$ cat src/rtl/hdt_pkg.sv
package hdt_pkg;

  // Decision point indices
  localparam int NUM_PTS     = 12;
  localparam int PT_HI_ON    = 0;
  localparam int PT_BLK_OFF  = 1;
  localparam int PT_H60_ON   = 2;
  localparam int PT_LEN      = 3;
  localparam int PT_H50_ON   = 4;
  localparam int PT_HI_OFF   = 5;
  localparam int PT_HI_BLK   = 6;
  localparam int PT_H60_OFF  = 7;
  localparam int PT_H50_OFF  = 8;
  localparam int PT_LO_BLK   = 9;
  localparam int PT_SYNC_ON  = 10;
  localparam int PT_SYNC_OFF = 11;

  // Nominal counter position of each decision point
  function automatic int pt_pos(input int idx);
    case (idx)
      PT_HI_ON:    pt_pos = 4;
      PT_BLK_OFF:  pt_pos = 30;
      PT_H60_ON:   pt_pos = 52;
      PT_LEN:      pt_pos = 54;
      PT_H50_ON:   pt_pos = 56;
      PT_HI_OFF:   pt_pos = 164;
      PT_HI_BLK:   pt_pos = 184;
      PT_H60_OFF:  pt_pos = 372;
      PT_H50_OFF:  pt_pos = 376;
      PT_LO_BLK:   pt_pos = 450;
      PT_SYNC_ON:  pt_pos = 462;
      default:     pt_pos = 502;
    endcase
  endfunction

  // Register select codes
  localparam logic SEL_RES  = 1'b0;
  localparam logic SEL_FREQ = 1'b1;

  typedef struct packed {
    logic h;
    logic blank;
    logic hsync;
  } vid_t;

endpackage

$ cat src/rtl/hdt_phase.sv
module hdt_phase #(
  parameter int PW = 2
) (
  input  logic          clk,
  input  logic          por_n,
  input  logic [PW-1:0] phase_i,
  output logic [PW-1:0] phase_o
);

  logic [PW-1:0] phase_q;

  // Loaded only during power-on; ordinary reset leaves it alone
  always_ff @(posedge clk) begin
    if (!por_n) phase_q <= phase_i;
  end

  assign phase_o = phase_q;

endmodule

$ cat src/rtl/hdt_mode_regs.sv
module hdt_mode_regs
  import hdt_pkg::*;
(
  input  logic       clk,
  input  logic       rst_n,
  input  logic       wr_en,
  input  logic       wr_sel,
  input  logic [1:0] wr_data,
  output logic       res_hi_o,
  output logic       freq50_prev_o
);

  logic res_hi_q;
  logic freq50_q;
  logic freq50_prev_q;

  always_ff @(posedge clk or negedge rst_n) begin
    if (!rst_n) begin
      res_hi_q      <= 1'b0;
      freq50_q      <= 1'b0;
      freq50_prev_q <= 1'b0;
    end else begin
      if (wr_en && (wr_sel == SEL_RES))  res_hi_q <= wr_data[1];
      if (wr_en && (wr_sel == SEL_FREQ)) freq50_q <= wr_data[1];
      // one-cycle-old copy: rate is judged a cycle ahead of resolution
      freq50_prev_q <= freq50_q;
    end
  end

  assign res_hi_o      = res_hi_q;
  assign freq50_prev_o = freq50_prev_q;

endmodule

$ cat src/rtl/hdt_line_counter.sv
module hdt_line_counter #(
  parameter int CW = 10
) (
  input  logic          clk,
  input  logic          rst_n,
  input  logic [CW-1:0] len_i,
  output logic [CW-1:0] cnt_o,
  output logic          sol_o,
  output logic          eol_o
);

  logic [CW-1:0] cnt_q;
  logic          eol;

  assign eol = (cnt_q == len_i - CW'(1));

  always_ff @(posedge clk or negedge rst_n) begin
    if (!rst_n)   cnt_q <= '0;
    else if (eol) cnt_q <= '0;
    else          cnt_q <= cnt_q + CW'(1);
  end

  assign cnt_o = cnt_q;
  assign sol_o = (cnt_q == '0);
  assign eol_o = eol;

endmodule

$ cat src/rtl/hdt_decide.sv
module hdt_decide
  import hdt_pkg::*;
#(
  parameter int CW       = 10,
  parameter int PW       = 2,
  parameter int LEN_HI   = 224,
  parameter int LEN_LO60 = 508,
  parameter int LEN_LO50 = 512
) (
  input  logic          clk,
  input  logic          rst_n,
  input  logic [CW-1:0] cnt_i,
  input  logic [PW-1:0] phase_i,
  input  logic          eol_i,
  input  logic          res_hi_i,
  input  logic          freq50_prev_i,
  output vid_t          vid_o,
  output logic [CW-1:0] len_o
);

  logic [NUM_PTS-1:0] hit;
  vid_t               vid_q, vid_n;
  logic [CW-1:0]      len_q, len_n;

  // One comparator per decision point; evaluation cycle is P+phase+1
  for (genvar g = 0; g < NUM_PTS; g++) begin : g_pt
    localparam logic [CW-1:0] BASE = CW'(pt_pos(g) + 1);
    assign hit[g] = (cnt_i == BASE + CW'(phase_i));
  end

  always_comb begin
    vid_n = vid_q;
    len_n = len_q;

    if (hit[PT_HI_ON] && res_hi_i)                                 vid_n.h = 1'b1;
    if (hit[PT_H60_ON] && !freq50_prev_i && !vid_q.blank)          vid_n.h = 1'b1;
    if (hit[PT_H50_ON] && freq50_prev_i && !res_hi_i && !vid_q.blank) vid_n.h = 1'b1;

    if (hit[PT_HI_OFF] && res_hi_i)                                vid_n.h = 1'b0;
    if (hit[PT_H60_OFF] && !freq50_prev_i)                         vid_n.h = 1'b0;
    if (hit[PT_H50_OFF] && freq50_prev_i && !res_hi_i)             vid_n.h = 1'b0;

    if (hit[PT_BLK_OFF] && !res_hi_i)                              vid_n.blank = 1'b0;
    if (hit[PT_HI_BLK] && res_hi_i)                                vid_n.blank = 1'b1;
    if (hit[PT_LO_BLK] && !res_hi_i)                               vid_n.blank = 1'b1;

    if (hit[PT_SYNC_ON] && !res_hi_i) begin
      vid_n.hsync = 1'b1;
      vid_n.h     = 1'b0;
    end
    if (hit[PT_SYNC_OFF] && !res_hi_i)                             vid_n.hsync = 1'b0;

    if (eol_i) begin
      len_n = CW'(LEN_LO60);
    end else if (hit[PT_LEN]) begin
      if (res_hi_i)           len_n = CW'(LEN_HI);
      else if (freq50_prev_i) len_n = CW'(LEN_LO50);
      else                    len_n = CW'(LEN_LO60);
    end
  end

  always_ff @(posedge clk or negedge rst_n) begin
    if (!rst_n) begin
      vid_q <= '{h: 1'b0, blank: 1'b1, hsync: 1'b0};
      len_q <= CW'(LEN_LO60);
    end else begin
      vid_q <= vid_n;
      len_q <= len_n;
    end
  end

  assign vid_o = vid_q;
  assign len_o = len_q;

endmodule

$ cat src/rtl/hdt_timing.sv
module hdt_timing
  import hdt_pkg::*;
#(
  parameter  int LEN_HI   = 224,
  parameter  int LEN_LO60 = 508,
  parameter  int LEN_LO50 = 512,
  parameter  int PW       = 2,
  localparam int CW       = $clog2(LEN_LO50 + 1)
) (
  input  logic          clk,
  input  logic          por_n,
  input  logic          rst_n,
  input  logic [PW-1:0] phase_i,
  input  logic          wr_en,
  input  logic          wr_sel,
  input  logic [1:0]    wr_data,
  output logic          h_o,
  output logic          blank_o,
  output logic          hsync_o,
  output logic          sol_o,
  output logic [CW-1:0] line_len_o
);

  logic [PW-1:0] phase_q;
  logic [CW-1:0] cnt;
  logic [CW-1:0] len;
  logic          eol;
  logic          res_hi;
  logic          freq50_prev;
  vid_t          vid;

  hdt_phase #(.PW(PW)) u_phase (
    .clk     (clk),
    .por_n   (por_n),
    .phase_i (phase_i),
    .phase_o (phase_q)
  );

  hdt_mode_regs u_regs (
    .clk           (clk),
    .rst_n         (rst_n),
    .wr_en         (wr_en),
    .wr_sel        (wr_sel),
    .wr_data       (wr_data),
    .res_hi_o      (res_hi),
    .freq50_prev_o (freq50_prev)
  );

  hdt_line_counter #(.CW(CW)) u_cnt (
    .clk   (clk),
    .rst_n (rst_n),
    .len_i (len),
    .cnt_o (cnt),
    .sol_o (sol_o),
    .eol_o (eol)
  );

  hdt_decide #(
    .CW(CW), .PW(PW), .LEN_HI(LEN_HI), .LEN_LO60(LEN_LO60), .LEN_LO50(LEN_LO50)
  ) u_decide (
    .clk           (clk),
    .rst_n         (rst_n),
    .cnt_i         (cnt),
    .phase_i       (phase_q),
    .eol_i         (eol),
    .res_hi_i      (res_hi),
    .freq50_prev_i (freq50_prev),
    .vid_o         (vid),
    .len_o         (len)
  );

  assign h_o        = vid.h;
  assign blank_o    = vid.blank;
  assign hsync_o    = vid.hsync;
  assign line_len_o = len;

endmodule

$ cat config.mk
export PLATFORM = sky130hd
export DESIGN_NAME = hdt_timing
export DESIGN_NICKNAME = d
export VERILOG_FILES = /design/src/rtl/hdt_pkg.sv /design/src/rtl/hdt_phase.sv /design/src/rtl/hdt_mode_regs.sv /design/src/rtl/hdt_line_counter.sv /design/src/rtl/hdt_decide.sv /design/src/rtl/hdt_timing.sv
export SDC_FILE = /design/constraint.sdc
export NUM_CORES = 1
export LEC_CHECK = 0
export BUFFER_PORTS_ARGS = -buffer_cell sky130_fd_sc_hd__buf_2
export CAP_MARGIN = 20
export CORE_MARGIN = 4
export CORE_UTILIZATION = 50
export DETAILED_ROUTE_END_ITERATION = 16
export PLACE_DENSITY = 0.79
export SYNTH_ARGS = -nofsm -noshare
export SYNTH_HDL_FRONTEND = slang
export SYNTH_SLANG_ARGS = --single-unit
$ cat constraint.sdc
create_clock -name clk -period 4.75 [get_ports clk]
set_input_delay 0.95 -clock clk [delete_from_list [all_inputs] [get_ports clk]]
set_output_delay 0.95 -clock clk [all_outputs]
set_load 0.01 [all_outputs]
Word level (Yosys, flattened, before mapping)
Cells that the tools add are included.

Register bits: 28. Input bits: 9. Output and inout port bits: 14. Word-level logic and storage cells: 79.

Add/sub/neg operators: 14. Equality and inequality tests: 13. Mux-type cells: 17. Bitwise operators: 1. Reductions and logical operators: 25.

Operators with widths (number): $eq 10x10->1 (13); $add 9x2->10 const A (5); $mux 10 (5); $add 6x2->7 const A (3); $add 8x2->9 const A (2); $logic_and 1x1->1 (17); $mux 1 (12); $add 10x1->10 const B (1); $logic_not 10->1 (1); $sub 10x1->10 const B (1); $reduce_bool 7->1 (1); $add 5x2->6 const A (1); $add 3x2->4 const A (1); $reduce_bool 2->1 (2); $logic_not 1->1 (3); $reduce_bool 3->1 (1); $not 1->1 (1).

Logic depth before layout (Yosys ltp)
Gate-level depths: netlist of the first run.

Word-level depth: 10. Mapped depth: 7. Depth with buffers taken out: 7.

Hierarchy
From an unflattened synthesis of the first run, not the netlist that was laid out.

Cell total of the unflattened synthesis: 184. Area, all modules: 1695.4 um2.

By module, submodules not included: hdt_line_counter (times used 1, cells an instance 96, area each 875.8 um2, sequential area each 250.2 um2); hdt_decide (times used 1, cells an instance 78, area each 648.1 um2, sequential area each 153.9 um2); hdt_mode_regs (times used 1, cells an instance 7, area each 107.6 um2, sequential area each 75.1 um2); hdt_phase (times used 1, cells an instance 3, area each 63.8 um2, sequential area each 60.1 um2).

Worst setup path before layout of the first run
OpenSTA, ideal clock, no wires.

Kind: reg-to-output. From: register u_cnt.cnt_q[6], in the netlist u_cnt.cnt_o[6]. To: output sol_o. Data arrival time: 1.351 ns. Required time: 3.800 ns. Slack: 2.449 ns. Cell stages (with the launch flop): 4. Buffers on the path: 1. Cells stage by stage: dfrtp_1 buf_6 or4_4 and4bb_2.

Word-level cells in the longest chain between the ends: 1.

RTL lines: start: declaration (line hdt_line_counter.sv:12) `logic [CW-1:0] cnt_q;`; start signal: assignment (line hdt_line_counter.sv:20) `else cnt_q <= cnt_q + CW'(1);`; $logic_not 10->1 (line hdt_line_counter.sv:24) `assign sol_o = (cnt_q == '0);`; end: declaration (line hdt_timing.sv:20) `output logic sol_o,`.

No other way between the ends.

Worst setup path in the final report of the first run
Ends and elaborated chain as after synthesis.

==> flow_summary.yaml, run 1 <==
outcome:
  status: "completed"
synthesis:
  ys_types: 43
  postSynth.asyncResetShare_pct: 90.5
  synth_top_area_cell: "dfrtp_1"
  syn_area_per_cell_um2: 9.37
  synth_top_area_share_pct: 27.8
  postSynthCellCount: 154
  ys_seq_area_share_pct: 37.4
  yosys_register_bits: 21
  ys.warnings.count: 0
  synth_edf_count: 2
  synthTopCellsByArea: "dfrtp_1, xnor2_1, ha_1, dfstp_2, xor2_1"
  netlist_area_um2: 1440
  synth_ff_type: "dfrtp_1"
sta:
  fin_crit_ns: 2.78
  tns_ns: 0
  fmax_ghz: 0.360
  layout_worst_path_cycle_share_pct: 58.5
  rsz0062_at_grt: "false"
  slew_violations: 0
  setup_violations: 0
  skew_ns: 0.00815
  final-hold-violation-count: 0
global_route:
  grt_pass1_wl_mm: 4.55
  grt_pass1_vias: 1102
  grt_max_degree: 20
  antenna_found_initial: 0
  grt_use_total_pct: 16.0
  grt_overflow: 0
critical_path:
  r2r_slack_ns: 2.29
  cp-start-kind: "register"
  cpPeakStageDelay_ns: 0.61
  crit_chain: "or4_4 -> and4bb_2 -> buf_2"
  arrival_ns: 1.83
  end_kind: "primary output"
  crit_slowest_cell: "or4_4"
  cp_max_fo: 9
  required_ns: 3.80
  path_class: "register to primary output"
run:
  maxCapViolations: 0
clocking:
  cts-resized-gates: 0
  htree_levels: 1
  postCtsHoldBufs: 0
  cts_setup_buffers: 0
  cts_made_buffers: 3
  clk_pin_slew_ns: 0.12
  cts_tree: "built"
  cts_root_buf: "clkbuf_4"
  clock_path_buffers: 2
  cts_sinks: 21
  clock_latency_ns: 0.30
cells_and_area:
  final_cell_area_um2: 1500
  final_common_cell: "buf_2"
  nets: 182
  areaGrowthSynthToFinish_pct: 4.25
  final_cell_mix: "buf_2, dfrtp_1, nor2_1, nand2_1, xnor2_1"
  drive_gt1_share_pct: 21.2
  fill_cells: 242
  finalNonFillerCells: 196
  final_util_pct: 54.5
  diodes: 0
drt:
  drt_iter0_markers: 25
  firstDrtPassIters: 4
  wirelength_mm: 2.77
  routed_via_density: 5.97
  drtAntennaViolNets: 0
  drc: 0
  num_vias: 1170
  route.detailed.wl_per_inst_um: 14.1
die:
  rows: 19
  die_h_um: 61.7
  start_util_pct: 52.3
  io_pins: 23
  die_area_um2: 3810
  die_w_um: 61.7
  floorplan.core_area_um2: 2760
hold_path:
  hold_class: "register to register"
place:
  dp_cells: 192
  dpl.hpwl_mm: 2.12
  dpl_cell_area_um2: 1480
  gp_congestion: 0.951
  io_buffers: 19
power:
  ir_worst_vdd_mv: 0.202
  powerDensity_nw_per_um2: 221
  p_leak_uw: 0.000677
-- report_power, final --
part           switching (uW)  internal [uW]  total [uW]
combinational            25.6           21.7        47.3
sequential               7.62            190         198
clock                    56.8           31.4        88.2
-- metal layers --
layer	global-route usage (%)	vias to the layer above	part of all wire, %
met2	27.8	39	50
met3	3.10	16	4.7
met1	19.0	563	42
li1	-	552	-
met4	6.97	0	3.0
met5	0	-	0
-- area by class of cell --
| cell class | instances | area, um^2 | share of cell area, % |
|---|---|---|---|
| tap | 31 | 38.8 | 2.58 |
| clock buffer | 3 | 22.5 | 1.50 |
| timing repair buffer | 19 | 95.1 | 6.32 |
| sequential | 21 | 539 | 35.9 |
| multi-input combinational | 114 | 777 | 51.7 |
| clock inverter | 1 | 5.00 | 0.333 |
| inverter | 7 | 26.3 | 1.75 |
-- critical path: cells and delay by family (launching register included) --
family,cells,cell delay [ns]
simple gates,2,0.92
flops,1,0.49
buf+inv,1,0.12
-- path summary, 6_finish.rpt --
kind | from | to | cells after the start
setup / recovery | u_cnt.cnt_o[6] | sol_o | 3
hold / removal | u_regs.freq50_q | u_regs.freq50_prev_o | 0
setup reg to reg | u_phase.phase_o[0] | u_decide.len_o[7] | 7
hold reg to reg | u_regs.freq50_q | u_regs.freq50_prev_o | 0
max in group asynchronous | rst_n | u_decide.len_o[7] | 1
min in group asynchronous | rst_n | u_decide.vid_o[2] | 1
-- per-stage QoR --
step           total power [uW]  setup slack, ns  hold WS, ns
2_1_floorplan               233             2.45        0.349
3_3_place_gp                245             2.33        0.356
3_5_place_dp                249             2.31        0.371
4_1_cts                     335             1.95        0.400
5_1_grt                     350             1.89        0.429
6_report                    333             1.97        0.403
-- Yosys cell counts, types with 2 or more instances --
cell type   n
nor4_1      2
nor2b_1     3
a21oi_1     2
xor2_1      7
o21ai_0     3
or4_4       2
xnor2_1    12
buf_6       2
a31oi_1     4
or3_1       2
nor4b_1     3
nor2_1     14
inv_1       7
and3_2      2
nand2b_1    4
mux2_2      2
and4bb_2    2
buf_4       8
dfrtp_1    16
nor3_1      7
nand2_1    13
edfxtp_1    2
o22ai_1     2
nand3_1     5
ha_1        7
or4_1       2
dfstp_2     3
-- registers in the layout, indices dropped and copies added, names as in the netlist --
signal / flops
u_regs.res_hi_o: 1
u_cnt.cnt_o: 10
u_decide.len_o: 3
u_decide.vid_o: 3
u_phase.phase_o: 2
u_regs.freq50_prev_o: 1
u_regs.freq50_q: 1
-- logic make-up (layout without fill, tap and decap cells) --
logic type	Yosys count	after routing	synth area share [%]
AOI/OAI and AO/OA	16	16	7.20
xor gates and xnor gates	19	19	11.5
adders and majority gates	7	7	6.07
buffers and inverters	20	30	9.02
DFF	21	21	37.4
muxes	2	2	1.56
other	1	2	0.260
and+or+nand+nor	68	68	27.0
No activity file was read; power rests on OpenSTA's default activity.
==> run 2: changes to the inputs <==
Settings changed: ABC_AREA from default to 1, PLACE_DENSITY 0.79 to 0.78.
Clock period 4.75 ns to 2.6 ns, I/O delays scaled along.
==> run 2 against run 1 <==
Compared with the run above:
- count of clock-buffer cells in the layout is 1 higher
- global-route usage is 0.52 points higher
- sequential power is 80% higher
- clock power is 77% higher
- critical path depth is 5 higher
- highest routed layer unchanged
==> flow_summary.yaml, run 2 <==
outcome:
  status: "completed"
cells_and_area:
  largest_reg_flops: 10
  fill_cells: 302
  drive_gt1_share_pct: 16.8
  areaGrowthSynthToFinish_pct: 6.94
  final_cell_mix: "nand2_1, inv_1, nor2_1, buf_2, nand3_1"
  diodes: 0
  final_common_cell: "nand2_1"
  nets: 267
synthesis:
  synthTopCellsByArea: "dfrtp_1, nand2_1, inv_1, nor2_1, nand3_1"
  postSynthCellCount: 235
  netlist_area_um2: 1570
  syn_area_per_cell_um2: 6.68
  synth_top_area_share_pct: 25.5
  ys_seq_area_share_pct: 34.4
  ys_types: 28
  yosys-top-cells-count: "nand2_1, inv_1, nor2_1"
  yosys_register_bits: 21
  synth_top_area_cell: "dfrtp_1"
  synth_edf_count: 2
  ys.warnings.count: 0
  synth_ff_type: "dfrtp_1"
  synth_most_common_cell: "nand2_1"
  postSynth.asyncResetShare_pct: 90.5
power:
  p_sw_uw: 167
  ir_worst_vdd_mv: 0.258
  p_leak_uw: 0.000953
  powerDensity_nw_per_um2: 363
  combPwrFrac_pct: 15.7
  power_uw: 610
  p_seq_share_pct: 58.6
  p_sw_share_pct: 27.5
  p_clk_share_pct: 25.6
  p_int_uw: 442
clocking:
  cts_setup_buffers: 0
  htree_levels: 1
  clock_latency_ns: 0.30
  cts_sinks: 21
  cts-resized-gates: 0
  cts_root_buf: "clkbuf_4"
  cts_tree: "built"
  clk_pin_slew_ns: 0.11
  postCtsHoldBufs: 0
  clock_path_buffers: 2
  cts_made_buffers: 3
critical_path:
  arrival_ns: 2.23
  path_class: "register to register"
  end_kind: "register"
  crit_end: "u_decide.len_o[8]"
  reg2reg_depth: 8
  required_ns: 2.85
  critPathLaunch: "u_decide.len_o[8]"
  cp-start-kind: "register"
  worstReg2RegStart: "u_decide.len_o[8]"
  r2r_slack_ns: 0.63
  cp_max_fo: 13
  reg2reg_to: "u_decide.len_o[8]"
drt:
  drt_iter0_markers: 61
  route.detailed.wl_per_inst_um: 10.4
  num_vias: 1414
  firstDrtPassIters: 4
  drtAntennaViolNets: 0
  drc: 0
  routed_via_density: 4.81
  wirelength_mm: 3.05
die:
  die_w_um: 64.0
  die_area_um2: 4100
  start_util_pct: 51.8
  die_h_um: 64.0
  rows: 20
  floorplan.core_area_um2: 3030
  io_pins: 23
global_route:
  grt_max_degree: 20
  grt_pass1_vias: 1251
  antenna_found_initial: 0
  grt_use_total_pct: 16.5
  grt_overflow: 0
  grt_pass1_wl_mm: 5.38
sta:
  skew_ns: 0.00459
  final-hold-violation-count: 0
  setup_violations: 0
  tns_ns: 0
  slew_violations: 0
  rsz0062_at_grt: "false"
  fin_crit_ns: 1.97
  layout_worst_path_cycle_share_pct: 75.8
  fmax_ghz: 0.507
place:
  io_buffers: 19
  dpl.hpwl_mm: 2.45
  gp_congestion: 0.876
run:
  maxCapViolations: 0
hold_path:
  hold_class: "primary input to asynchronous set/reset pin"
run 2: logic make-up after synthesis:
group / share of synthesized area (%)
AO/OA/AOI/OAI: 6.30
XOR/XNOR: 1.67
adder cells (fa/ha/maj): 5.58
buffers and inverters: 14.4
flip-flops: 34.4
other: 0.239
AND/OR/NAND/NOR: 37.5
run 2: worst min-delay path by stage:
stage                     slack, ns       startpoint                    to  depth (start not counted)
after global placement         0.36  u_regs.freq50_q  u_regs.freq50_prev_o                          0
after detailed placement       0.36  u_regs.freq50_q  u_regs.freq50_prev_o                          0
after floorplan                0.22            rst_n        u_cnt.cnt_o[0]                          0
after CTS                      0.15            rst_n        u_cnt.cnt_o[4]                          1
final                          0.12            rst_n        u_cnt.cnt_o[4]                          1
after global routing           0.15            rst_n        u_cnt.cnt_o[4]                          1
run 2: per-stage QoR:
| stage | util (%) | hold WS (ns) | area, um^2 | setup WS (ns) | instances |
|---|---|---|---|---|---|
| finish | 55.4 | 0.124 | 1680 | 0.628 | 294 |
| global route | 55.4 | 0.152 | 1680 | 0.448 | 294 |
| CTS | 55.4 | 0.148 | 1680 | 0.625 | 294 |
| detailed placement | 54.5 | 0.363 | 1650 | 0.655 | 290 |
| global placement | 54.5 | 0.363 | 1650 | 0.661 | 290 |
| floorplan | - | 0.224 | 1570 | 0.887 | 236 |
run 2: routing by layer:
metal  track usage, %  wire length, um
met2             26.1             1360
met3             2.28              166
met5                0                0
met1             22.9             1490
met4             5.66               39
run 2: critical path: stages, from the launching register on:
cell     delay [ns]
dfstp_2        0.61
inv_1          0.07
ha_1           0.30
xnor2_1        0.15
nor2_1         0.14
nand3_2        0.26
o21ai_0        0.21
nand2_1        0.09
nand2_1        0.08
run 2: cell type report:
cell class              count  area, um^2  share of cell area [%]
clock buffers               4        26.3                    1.57
inverters                  41         154                    9.17
multi-input cells         165         808                    48.2
repair buffers             19        95.1                    5.67
well taps                  44        55.1                    3.28
flip-flops and latches     21         539                    32.1
run 2: power groups by stage:
stage	registers [uW]	logic, uW	clock network, uW
floorplan	365	68.5	0
global placement	364	95.6	0
detailed placement	364	96.7	0
CTS	357	97.3	164
global route	360	114	185
finish	357	96.0	156
==> run 3: changes to the inputs <==
Settings changed: ABC_AREA 1 to 0, PLACE_DENSITY 0.78 to 0.79.
Clock period 2.6 ns to 1.9 ns, I/O delays scaled along.
==> run 3 against run 2 <==
Compared with the run above:
- the run now ends with hold timing, setup timing left
- register-to-register slack got worse by 0.92 ns
- sequential share of layout area is 3.6 points lower
- wire length increased by 18%
- final cell count fell by 22%
- sequential power is 39% higher
- die area down 7.1%
- non-clock buffer count up 32
==> flow_summary.yaml, run 3 (synthesis results as in run 1) <==
outcome:
  status: "finished with violations"
  violations: "hold timing, setup timing"
clocking:
  clock_path_buffers: 2
  cts_sinks: 21
  cts_made_buffers: 3
  cts_tree: "built"
  htree_levels: 1
  clock_latency_ns: 0.32
  clk_pin_slew_ns: 0.13
  postCtsHoldBufs: 0
  cts_root_buf: "clkbuf_4"
cells_and_area:
  register_area_um2: 539
  diodes: 0
  fill_cells: 208
  areaGrowthSynthToFinish_pct: 31.1
  nets: 214
  final_common_cell: "buf_4"
  final_util_pct: 68.6
  largest_reg_flops: 10
  multi_input_area_um2: 901
  finalNonFillerCells: 228
  final_cell_mix: "buf_4, buf_2, dfrtp_1, nor2_1"
  drive_gt1_share_pct: 43.1
place:
  post-place-ws_ns: -0.356
  gp_congestion: 0.979
  dpl.hpwl_mm: 2.51
  dp_cells: 214
  io_buffers: 19
drt:
  route.detailed.wl_per_inst_um: 15.8
  drc: 0
  drtAntennaViolNets: 0
  drt_iter0_markers: 65
  wirelength_mm: 3.61
  firstDrtPassIters: 4
  routed_via_density: 5.69
  num_vias: 1297
critical_path:
  critPathLaunch: "u_phase.phase_o[1]"
  end_kind: "register"
  worstReg2RegStart: "u_phase.phase_o[1]"
  cp-start-kind: "register"
  cpPeakStageDelay_ns: 0.52
  crit_slowest_cell: "or4_4"
  required_ns: 2.17
  crit_chain: "inv_2 -> ha_4 -> xnor2_4 -> or3_4 -> or4_4 -> or2_4 -> a21o_1"
  cp_max_fo: 4
  path_class: "register to register"
  r2r_slack_ns: -0.29
  arrival_ns: 2.46
die:
  die_w_um: 61.7
  die_h_um: 61.7
  io_pins: 23
  die_area_um2: 3810
  floorplan.core_area_um2: 2760
  start_util_pct: 52.3
  rows: 19
sta:
  fin_ws_ns: -0.294
  fin_crit_ns: 2.19
  fmax_ghz: 0.456
  skew_ns: 0.00133
  final-hold-violation-count: 16
  setup_violations: 5
  layout_worst_path_cycle_share_pct: 115
  slew_headroom_pct: 62.0
  slew_violations: 0
  worst_pin_slew_ns: 0.566
  holdWs_ns: -0.0170
  rsz0062_at_grt: "true"
power:
  p_leak_uw: 0.000865
  power_uw: 940
  ir_worst_vdd_mv: 0.506
  powerDensity_nw_per_um2: 497
global_route:
  grt_pass1_wl_mm: 5.54
  grt_pass1_vias: 1216
  antenna_found_initial: 0
  grt_use_total_pct: 19.8
  grt_overflow: 0
  grt_max_degree: 20
hold_path:
  hold_class: "primary input to asynchronous set/reset pin"
run:
  maxCapViolations: 0
-- run 3: path summary, 6_finish.rpt --
check / to / cells after the start
max reg2reg: u_decide.len_o[7] / 7
min in group clk: u_phase.phase_o[0] / 1
min: u_decide.vid_o[0] / 1
max: u_decide.len_o[7] / 7
min reg2reg: u_regs.freq50_prev_o / 0
max in group asynchronous: u_decide.len_o[7] / 1
-- run 3: where the power goes --
group	total [uW]	internal (uW)	switching [uW]
logic	211	112	99.0
clock network	234	82.2	151
registers	495	475	20.3
-- run 3: cell type report --
cell class	instances	area share [%]
Tap cell	31	2.05
Timing Repair Buffer	51	19.0
Sequential cell	21	28.5
Clock buffer	4	1.39
Multi-Input combinational cell	114	47.6
Inverter	7	1.39
-- run 3: per-stage QoR --
stage | instance area, um^2 | setup TNS, ns
6_report | 1890 | -1.16
5_1_grt | 1890 | -1.52
4_1_cts | 1770 | -1.13
3_5_place_dp | 1670 | -1.01
3_3_place_gp | 1670 | -0.720
2_1_floorplan | 1480 | -0.764
-- run 3: metal layers --
| metal | share of wire [%] | up-vias | global-route usage, % |
|---|---|---|---|
| met5 | 0 | - | 0 |
| met4 | 2.2 | 0 | 5.76 |
| met3 | 5.5 | 11 | 3.10 |
| met2 | 52 | 50 | 35.3 |
| met1 | 40 | 622 | 24.7 |
| li1 | - | 614 | - |
-- run 3: repair_timing --
action,in CTS,in global routing
pin swaps,7,10
setup buffers,4,5
cloned,0,1
setup endpoints to repair,12,16
resized for setup,10,19
-- run 3: worst max-delay path, delay by kind of cell (launching register included) --
kind,cells,cell delay (ns)
adder cells (fa/ha/maj),1,0.22
AND/OR/NAND/NOR,3,1.11
buffers and inverters,1,0.10
flip-flops,1,0.44
AO/OA/AOI/OAI,1,0.15
XOR/XNOR,1,0.13
